<file path="config.mk">
export PLATFORM = sky130hd
export DESIGN_NAME = agc_sync_ctrl
export DESIGN_NICKNAME = d
export VERILOG_FILES = /design/src/rtl/agc_sync_pkg.sv /design/src/rtl/agc_sync_edge.sv /design/src/rtl/agc_sync_gate.sv /design/src/rtl/agc_holdoff_cnt.sv /design/src/rtl/agc_sync_ctrl.sv
export SDC_FILE = /design/constraint.sdc
export NUM_CORES = 1
export LEC_CHECK = 0
export BUFFER_PORTS_ARGS = -buffer_cell sky130_fd_sc_hd__buf_2
export CAP_MARGIN = 5
export CORE_ASPECT_RATIO = 1.2
export CORE_UTILIZATION = 56
export CTS_BUF_LIST = sky130_fd_sc_hd__clkbuf_4 sky130_fd_sc_hd__clkbuf_8
export DETAILED_ROUTE_END_ITERATION = 10
export PLACE_DENSITY = 0.81
export SETUP_SLACK_MARGIN = 0.02
export SLEW_MARGIN = 20
export SYNTH_ARGS = -nofsm -noshare
export SYNTH_HDL_FRONTEND = slang
export SYNTH_HIERARCHICAL = 1
export SYNTH_SLANG_ARGS = --single-unit
export TNS_END_PERCENT = 10
</file>
<file path="constraint.sdc">
create_clock -name clk_i -period 1.95 [get_ports clk_i]
set_input_delay 0.39 -clock clk_i [delete_from_list [all_inputs] [get_ports clk_i]]
set_output_delay 0.39 -clock clk_i [all_outputs]
set_load 0.005 [all_outputs]
</file>
<file path="src/rtl/agc_sync_pkg.sv">
package agc_sync_pkg;

    localparam int CTRL_W        = 3;
    localparam int BIT_SYNC_NOW  = 0;
    localparam int BIT_FIRST     = 1;
    localparam int BIT_CLR_ON    = 2;

    typedef struct packed {
        logic clr_on_sync;
        logic first_only;
        logic sync_now;
    } ctrl_word_t;

    typedef struct packed {
        logic clr_on_sync;
        logic first_only;
    } ctrl_cfg_t;

    typedef struct packed {
        logic from_cmd;
        logic from_pin;
    } start_src_t;

    function automatic logic any_start(input start_src_t s);
        return s.from_cmd | s.from_pin;
    endfunction

endpackage

</file>
<file path="src/rtl/agc_sync_edge.sv">
module agc_sync_edge #(
    parameter int STAGES = 2
) (
    input  logic clk_i,
    input  logic rst_i,
    input  logic pin_i,
    output logic trig_o
);
    localparam int MSB = STAGES - 1;

    logic [MSB:0] sync_q;
    logic         prev_q;

    generate
        if (STAGES == 1) begin : g_single
            always_ff @(posedge clk_i) begin
                if (rst_i) sync_q <= '0;
                else       sync_q <= pin_i;
            end
        end else begin : g_chain
            always_ff @(posedge clk_i) begin
                if (rst_i) sync_q <= '0;
                else       sync_q <= {sync_q[MSB-1:0], pin_i};
            end
        end
    endgenerate

    always_ff @(posedge clk_i) begin
        if (rst_i) prev_q <= 1'b0;
        else       prev_q <= sync_q[MSB];
    end

    assign trig_o = sync_q[MSB] & ~prev_q;

    // a held level never yields two consecutive triggers
    p_one_shot_r4: assert property (@(posedge clk_i) disable iff (rst_i)
        trig_o |=> !trig_o);

endmodule

</file>
<file path="src/rtl/agc_sync_gate.sv">
module agc_sync_gate (
    input  logic clk_i,
    input  logic rst_i,
    input  logic trig_i,
    input  logic first_only_i,
    output logic accept_o
);
    logic seen_q;

    always_ff @(posedge clk_i) begin
        if (rst_i)              seen_q <= 1'b0;
        else if (!first_only_i) seen_q <= 1'b0;
        else if (trig_i)        seen_q <= 1'b1;
    end

    assign accept_o = trig_i & ~(first_only_i & seen_q);

    // dropping the option re-arms the latch
    p_rearm_r7: assert property (@(posedge clk_i) disable iff (rst_i)
        !first_only_i |=> (trig_i |-> accept_o));

endmodule

</file>
<file path="src/rtl/agc_holdoff_cnt.sv">
module agc_holdoff_cnt #(
    parameter int W = 16
) (
    input  logic         clk_i,
    input  logic         rst_i,
    input  logic         load_i,
    input  logic [W-1:0] value_i,
    output logic         expire_o
);
    localparam logic [W-1:0] ONE = W'(1);

    logic [W-1:0] cnt_q;

    always_ff @(posedge clk_i) begin
        if (rst_i)            cnt_q <= '0;
        else if (load_i)      cnt_q <= value_i;
        else if (cnt_q != '0) cnt_q <= cnt_q - ONE;
    end

    assign expire_o = (cnt_q == ONE) && !load_i;

    // a running count steps down by one each cycle
    p_countdown_r2: assert property (@(posedge clk_i) disable iff (rst_i)
        (!load_i && cnt_q != '0) |=> (cnt_q == $past(cnt_q) - ONE));

    // loading zero leaves the counter idle
    p_zero_idle_r3: assert property (@(posedge clk_i) disable iff (rst_i)
        (load_i && value_i == '0) |=> (cnt_q == '0 && !expire_o));

    // a reload never expires in the same cycle
    p_reload_r5: assert property (@(posedge clk_i) disable iff (rst_i)
        load_i |-> !expire_o);

endmodule

</file>
<file path="src/rtl/agc_sync_ctrl.sv">
module agc_sync_ctrl #(
    parameter int HOLD_W      = 16,
    parameter int SYNC_STAGES = 2
) (
    input  logic                             clk_i,
    input  logic                             rst_i,
    input  logic                             sync_pin_i,
    input  logic                             ctrl_wr_i,
    input  logic [agc_sync_pkg::CTRL_W-1:0]  ctrl_wdata_i,
    input  logic [HOLD_W-1:0]                holdoff_i,
    output logic                             start_o,
    output logic                             acc_clr_o
);
    import agc_sync_pkg::*;

    ctrl_word_t wr_word;
    ctrl_cfg_t  cfg_q;
    start_src_t src;
    logic       trig, accept, expire, start_q, clr_q;

    assign wr_word = ctrl_word_t'(ctrl_wdata_i);

    always_ff @(posedge clk_i) begin
        if (rst_i) begin
            cfg_q <= '0;
        end else if (ctrl_wr_i) begin
            cfg_q.first_only  <= wr_word.first_only;
            cfg_q.clr_on_sync <= wr_word.clr_on_sync;
        end
    end

    agc_sync_edge #(.STAGES(SYNC_STAGES)) edge_i (
        .clk_i (clk_i),
        .rst_i (rst_i),
        .pin_i (sync_pin_i),
        .trig_o(trig)
    );

    agc_sync_gate gate_i (
        .clk_i       (clk_i),
        .rst_i       (rst_i),
        .trig_i      (trig),
        .first_only_i(cfg_q.first_only),
        .accept_o    (accept)
    );

    agc_holdoff_cnt #(.W(HOLD_W)) cnt_i (
        .clk_i   (clk_i),
        .rst_i   (rst_i),
        .load_i  (accept),
        .value_i (holdoff_i),
        .expire_o(expire)
    );

    assign src.from_cmd = ctrl_wr_i & wr_word.sync_now;
    assign src.from_pin = expire;

    always_ff @(posedge clk_i) begin
        if (rst_i) begin
            start_q <= 1'b0;
            clr_q   <= 1'b0;
        end else begin
            start_q <= any_start(src);
            clr_q   <= any_start(src) & cfg_q.clr_on_sync;
        end
    end

    assign start_o   = start_q;
    assign acc_clr_o = clr_q;

    // an immediate command starts an update on the next cycle
    p_cmd_start_r8: assert property (@(posedge clk_i) disable iff (rst_i)
        (ctrl_wr_i && ctrl_wdata_i[BIT_SYNC_NOW]) |=> start_o);

    // the clear pulse only ever accompanies a start
    p_clr_with_start_r9: assert property (@(posedge clk_i) disable iff (rst_i)
        acc_clr_o |-> start_o);

    // a blocked pin edge never reaches the counter
    p_blocked_r6: assert property (@(posedge clk_i) disable iff (rst_i)
        (trig && !accept) |-> cfg_q.first_only);

endmodule

</file>
==> results.toml, run 1 <==
[timing]
rsz0062_at_grt = "no"
clock.fmax_mhz = 547
hold_violations = 0
finalCritPeriodShare_pct = 93.8
slew_viol_final = 0
tns_ns = 0
tightestPinTransition_ns = 0.425
max_slew_margin_pct = 71.5
fin_crit_ns = 1.83
finClkSkew_ns = 0.00601
finalSetupViolCount = 0
whs_ns = 0.237

[finish]
regArea_um2 = 480
multi_input_area_um2 = 742
area_growth_syn_to_layout_pct = 18.4
final_cell_mix = "dfxtp_1, buf_2, nand2_1, nor2_1, o21ai_0"
fillers = 176
drive_gt1_share_pct = 28.5
nets = 191
antennaDiodeCount = 0

[route]
dr.pass1.iters = 4
drc_errors = 0
drt_wl_total_mm = 2.69
ant_nets = 0
avgRoutedWirePerCell_um = 13.8
first_iter_violations = 9
via_per_inst = 5.66
vias = 1103

[clock_tree]
clk_latency_ns = 0.34
cts_tree = "built"
cts-root-buf = "clkbuf_4"
cts.clk_slew.worst_paths_ns = 0.14
holdBufCountCts = 0
cts_buffers = 3
post-cts-setup-buffers = 0
cts_max_path_buffers = 2
htreeDepth = 1
cts_sinks = 24

[global_route]
overflow = 0
grt_pass1_wl_mm = 4.44
grt_pass1_vias = 1049
grt_max_degree = 19
grtUsageTotal_pct = 25.4
antenna_found_initial = 0

[logic_synthesis]
ys_async_sr_fraction_pct = 0
synth_area_per_cell_um2 = 9.02
synthMuxAreaShare_pct = 3.22
synth_cell_type_count = 39
synth_top_family_by_area = "simple AND/OR/NAND/NOR gates"
synth-adder-area-share_pct = 2.01
synth_edf_count = 0
synth_fp_nets = 163
syn_inst = 138
synth-seq-cells = 24
synth_flop_cell = "dfxtp_1"
synth-xor-area-share_pct = 7.74
yosysSeqAreaShare_pct = 38.6
ys_warn_count = 6
synth_area_um2 = 1240
synth-compound-area-share_pct = 11.8
synthSimpleGateAreaFrac_pct = 34.1

[power]
p_leak_nw = 0.594
seqPwrFrac_pct = 35.8
irDropWorstVdd_uv = 1070
intPower_mw = 1.44
power_mw = 2.55
p_sw_mw = 1.11
p_per_area_nw_per_um2 = 1730
clkPwrFrac_pct = 14.7
switching_share_pct = 43.4
comb_power_share_pct = 49.5

[critical_path]
crit_arrival_ns = 2.11
startpoint = "cnt_i/cnt_q[0]"
cp.buffers_inverters = 1
worst-path-max-fanout = 6
ff2ff_path_depth = 6
rr_startpoint = "cnt_i/cnt_q[0]"
reg2reg_slack_ns = 0.12
slowest_stage = "dfxtp_1"
worstSetupPathType = "reg2reg"
crit_chain = "inv_1, ha_1, nor4b_4, nand4_1, or3b_1, a31oi_1"
crit_path_end_kind = "flop"
path_depth = 6
crit_end = "cnt_i/cnt_q[14]"
cp-start-kind = "flop"
cp.required_ns = 2.23
critical_path.top_delay_family = "simple AND/OR/NAND/NOR gates"
r2r-end = "cnt_i/cnt_q[14]"
slowest_delay_ns = 0.37

[floorplan]
io_pins = 25
coreArea_um2 = 2070
fp.dieW_um = 45.0
die_area_um2 = 2420
fp.dieH_um = 53.7
std_cell_rows = 18
start_util_pct = 60.1

[placed_design]
port_buffers = 24
place.gp.congestion = 0.879
hpwl_mm = 1.95

[hold_path]
hold_path_class = "in2reg"

[run]
cap_violations = 0

[status]
status = "finished clean"
## metal layers
metal,up-vias,routed length (µm),share of wire (%),global-route usage [%]
met5,-,0,0,0
met2,40,1360,51,44.0
met4,0,60,2.2,11.6
li1,545,-,-,-
met3,7,147,5.5,5.37
met1,511,1120,42,29.5
## worst min path at each step
| stage | start | to | cells past startpoint | slack (ns) |
|---|---|---|---|---|
| global route | holdoff_i[9] | cnt_i/cnt_q[9] | 3 | 0.24 |
| finish | holdoff_i[7] | cnt_i/cnt_q[7] | 3 | 0.24 |
| CTS | holdoff_i[15] | cnt_i/cnt_q[15] | 3 | 0.24 |
| floorplan | edge_i/sync_q[0] | edge_i/sync_q[1] | 1 | 0.41 |
| global placement | edge_i/sync_q[0] | edge_i/sync_q[1] | 1 | 0.42 |
| detailed placement | edge_i/sync_q[0] | edge_i/sync_q[1] | 1 | 0.44 |
## what timing repair did
| action | in CTS | in global routing |
|---|---|---|
| resized for setup | 0 | 2 |
| endpoints found under the hold margin | 0 | 0 |
| endpoints found under the setup margin | 0 | 8 |
## registers in the layout, summed over array words and instances (netlist names)
name	count
edge_i/prev_q	1
gate_i/seen_q	1
edge_i/sync_q	2
start_o	1
cnt_i/cnt_q	16
acc_clr_o	1
cfg_q	2
## Yosys cell counts (all sizes together) (2+ instances only)
library cell	number	area share [%]
dfxtp	24	39
nand2	16	4.8
nor2	15	4.5
o21ai	11	4.7
xor2	9	6.3
nand3	6	2.8
nor3	6	3.2
nand4	5	2.5
nor4	5	4.7
mux2i	4	3.2
nor2b	4	2.2
nor3b	4	4.1
a31oi	3	1.5
clkbuf	3	0.90
inv	3	0.90
a21oi	2	1.1
buf	2	0.80
ha	2	2.0
nor4b	2	2.6
o21bai	2	1.2
xnor2	2	1.4
## power by group through the flow
stage / logic (mW) / registers [mW] / clock network (mW)
after floorplan: 1.02 / 0.820 / 0
after global placement: 1.19 / 0.915 / 0
after detailed placement: 1.22 / 0.923 / 0
after CTS: 1.24 / 0.911 / 0.377
after global routing: 1.41 / 0.938 / 0.399
final: 1.26 / 0.913 / 0.374
## stage by stage
step / cells / worst slack [ns] / util, % / cell area (µm²)
detailed placement: 191 / 0.202 / 68.1 / 1410
CTS: 195 / 0.147 / 70.7 / 1460
global placement: 191 / 0.258 / 68.1 / 1410
floorplan: 138 / 0.340 / - / 1240
global route: 195 / 0.0243 / 71.1 / 1470
finish: 195 / 0.121 / 71.1 / 1470
## area by class of cell
| cell class | count | share of cell area, % |
|---|---|---|
| inverters | 3 | 0.764 |
| repair buffers | 28 | 10.2 |
| well taps | 30 | 2.55 |
| clock buffers | 3 | 1.53 |
| clock inverters | 1 | 2.04 |
| multi-input cells | 106 | 50.3 |
| flip-flops and latches | 24 | 32.6 |
## logic make-up after synthesis
logic type,after synthesis
adder cells (fa/ha/maj),2
XOR/XNOR,11
buffers and inverters,8
multiplexers,4
AO/OA/AOI/OAI,22
flip-flops,24
AND/OR/NAND/NOR,67
## worst min-delay path, cell delays in order
cell and delay [ns]:
buf_2 0.07, nand2_1 0.04, o21ai_0 0.05
Power figures use the tool's default switching activity.
==> run 2, diff against run 1 <==
- ABC_AREA: default -> 1
- CORE_UTILIZATION: 56 -> 57
==> results.toml, run 2 <==
[timing]
postLayoutSetupSlackWorst_ns = 0.474
whs_ns = 0.280
tns_ns = 0
finalCritPeriodShare_pct = 75.7
finalSetupViolCount = 0
hold_violations = 0
rsz0062_at_grt = "no"
clock.fmax_mhz = 677
max_slew_margin_pct = 81.9
fin_crit_ns = 1.48
tightestPinTransition_ns = 0.271
slew_viol_final = 0
finClkSkew_ns = 0.0107

[route]
drc_errors = 0
vias = 1338
via_per_inst = 4.97
drt_wl_total_mm = 2.82
ant_nets = 0
first_iter_violations = 25
dr.pass1.iters = 4
avgRoutedWirePerCell_um = 10.5

[global_route]
grt_pass1_vias = 1161
grt_pass1_wl_mm = 4.71
grtUsageTotal_pct = 24.3
grt_max_degree = 15
overflow = 0
antenna_found_initial = 0

[floorplan]
coreArea_um2 = 2280
io_pins = 25
start_util_pct = 60.4
std_cell_rows = 19
fp.dieW_um = 46.9
fp.dieH_um = 55.9
die_area_um2 = 2620

[logic_synthesis]
synth-seq-cells = 24
synth-compound-area-share_pct = 8.62
synthSimpleGateAreaFrac_pct = 44.6
synth_top_family_by_area = "simple AND/OR/NAND/NOR gates"
synth-xor-area-share_pct = 2.54
synthMuxAreaShare_pct = 0
synthMostInstantiatedCell = "nand2_1"
ys_warn_count = 6
ys_async_sr_fraction_pct = 0
syn_inst = 210
synth_area_per_cell_um2 = 6.57
synth_fp_nets = 235
yosys-top-cells-area = "dfxtp_1, nand2_1, nor2_1, inv_1, nand3_1"
synth_common_cells = "nand2_1, nor2_1, dfxtp_1"
synth_area_um2 = 1380
synth_top_area_cell = "dfxtp_1"
yosysSeqAreaShare_pct = 34.8
synth_cell_type_count = 25
synth-adder-area-share_pct = 1.81
synth_edf_count = 0
synth_flop_cell = "dfxtp_1"
synth_top_area_share_pct = 34.8

[placed_design]
dp_cells = 265
place.gp.congestion = 0.957
port_buffers = 24
dpl_worst_slack_ns = 0.489
placed_area_um2 = 1540
hpwl_mm = 2.23

[finish]
reg_top3 = "cnt_i/cnt_q (16), cfg_q (2), edge_i/sync_q (2)"
top_register = "cnt_i/cnt_q"
fillers = 222
nets = 264
regArea_um2 = 480
final_common_cell = "nand2_1"
antennaDiodeCount = 0
final_cell_area_um2 = 1590
drive_gt1_share_pct = 21.4
largest_reg_flops = 16
final_cell_count_no_fill = 269
multi_input_area_um2 = 793
final_cell_mix = "nand2_1, nor2_1, dfxtp_1, buf_2, inv_1"
area_growth_syn_to_layout_pct = 15.6
post-route-util_pct = 69.8

[critical_path]
worst-path-max-fanout = 5
cp-start-kind = "flop"
worstSetupPathType = "reg2reg"
crit_path_end_kind = "flop"
crit_arrival_ns = 1.68
cp.required_ns = 2.15

[clock_tree]
clk_latency_ns = 0.31
htreeDepth = 1
cts_sinks = 24
cts-root-buf = "clkbuf_4"
cts_buffers = 3
cts.clk_slew.worst_paths_ns = 0.13
post-cts-setup-buffers = 0
holdBufCountCts = 0
cts_max_path_buffers = 2
post_cts_resized = 0
cts_tree = "built"

[power]
irDropWorstVdd_uv = 1180
p_per_area_nw_per_um2 = 1680
p_leak_nw = 0.794
power_mw = 2.68

[hold_path]
hold_path_class = "in2reg"

[run]
cap_violations = 0

[status]
status = "finished clean"
[run 2: cell types whose count changed in the layout (fill, tap and decap cells not counted), sizes merged, moves of 5 or more]
| cell | change |
|---|---|
| nand2 | +53 |
| nor2 | +30 |
| inv | +20 |
| a21oi | +9 |
| xor2 | -8 |
| nand3 | +7 |
| nand4 | -5 |
| nor3 | -5 |
| o21ai | -5 |
[run 2: final timing paths]
| kind | endpoint | startpoint | slack (ns) | cells past startpoint |
|---|---|---|---|---|
| setup / recovery | cnt_i/cnt_q[14] | cnt_i/cnt_q[0] | 0.47 | 9 |
| hold / removal | edge_i/sync_q[0] | sync_pin_i | 0.28 | 3 |
| setup reg to reg | cnt_i/cnt_q[14] | cnt_i/cnt_q[0] | 0.47 | 9 |
| hold reg to reg | edge_i/sync_q[1] | edge_i/sync_q[0] | 0.42 | 2 |
[run 2: final cells by class]
type,instances,share of cell area (%)
Multi-Input combinational cell,160,49.8
Clock buffer,3,1.41
Timing Repair Buffer,27,8.95
Sequential cell,24,30.1
Tap cell,31,2.43
Clock inverter,1,1.88
Inverter,23,5.42
[run 2: worst max-delay path, cell delays in order (launching register included)]
cell     delay (ns)
dfxtp_1        0.36
inv_1          0.10
ha_1           0.24
nand2_4        0.11
nor2_1         0.24
nand2_1        0.09
nand2_1        0.06
nand2_1        0.04
nand2_1        0.06
a21oi_1        0.06
[run 2: routing by layer]
metal	vias up	GRT usage, %	share of wire, %
li1	709	-	-
met2	23	41.5	51
met5	-	0	0
met3	6	2.92	2.6
met1	600	29.3	44
met4	0	9.80	1.8
[run 2: logic make-up (layout without fill, tap and decap cells)]
| logic type | count (synthesis) | after routing |
|---|---|---|
| AND/OR/NAND/NOR | 134 | 134 |
| XOR/XNOR | 4 | 4 |
| AO/OA/AOI/OAI | 20 | 20 |
| buffers and inverters | 26 | 54 |
| adder cells (fa/ha/maj) | 2 | 2 |
| flip-flops | 24 | 24 |
[run 2: report_power, final]
part	leakage [nW]	internal [mW]	switching (mW)
registers	0.198	0.643	0.148
logic	0.568	0.562	0.975
clock network	0.0279	0.208	0.145
total	0.794	1.41	1.27
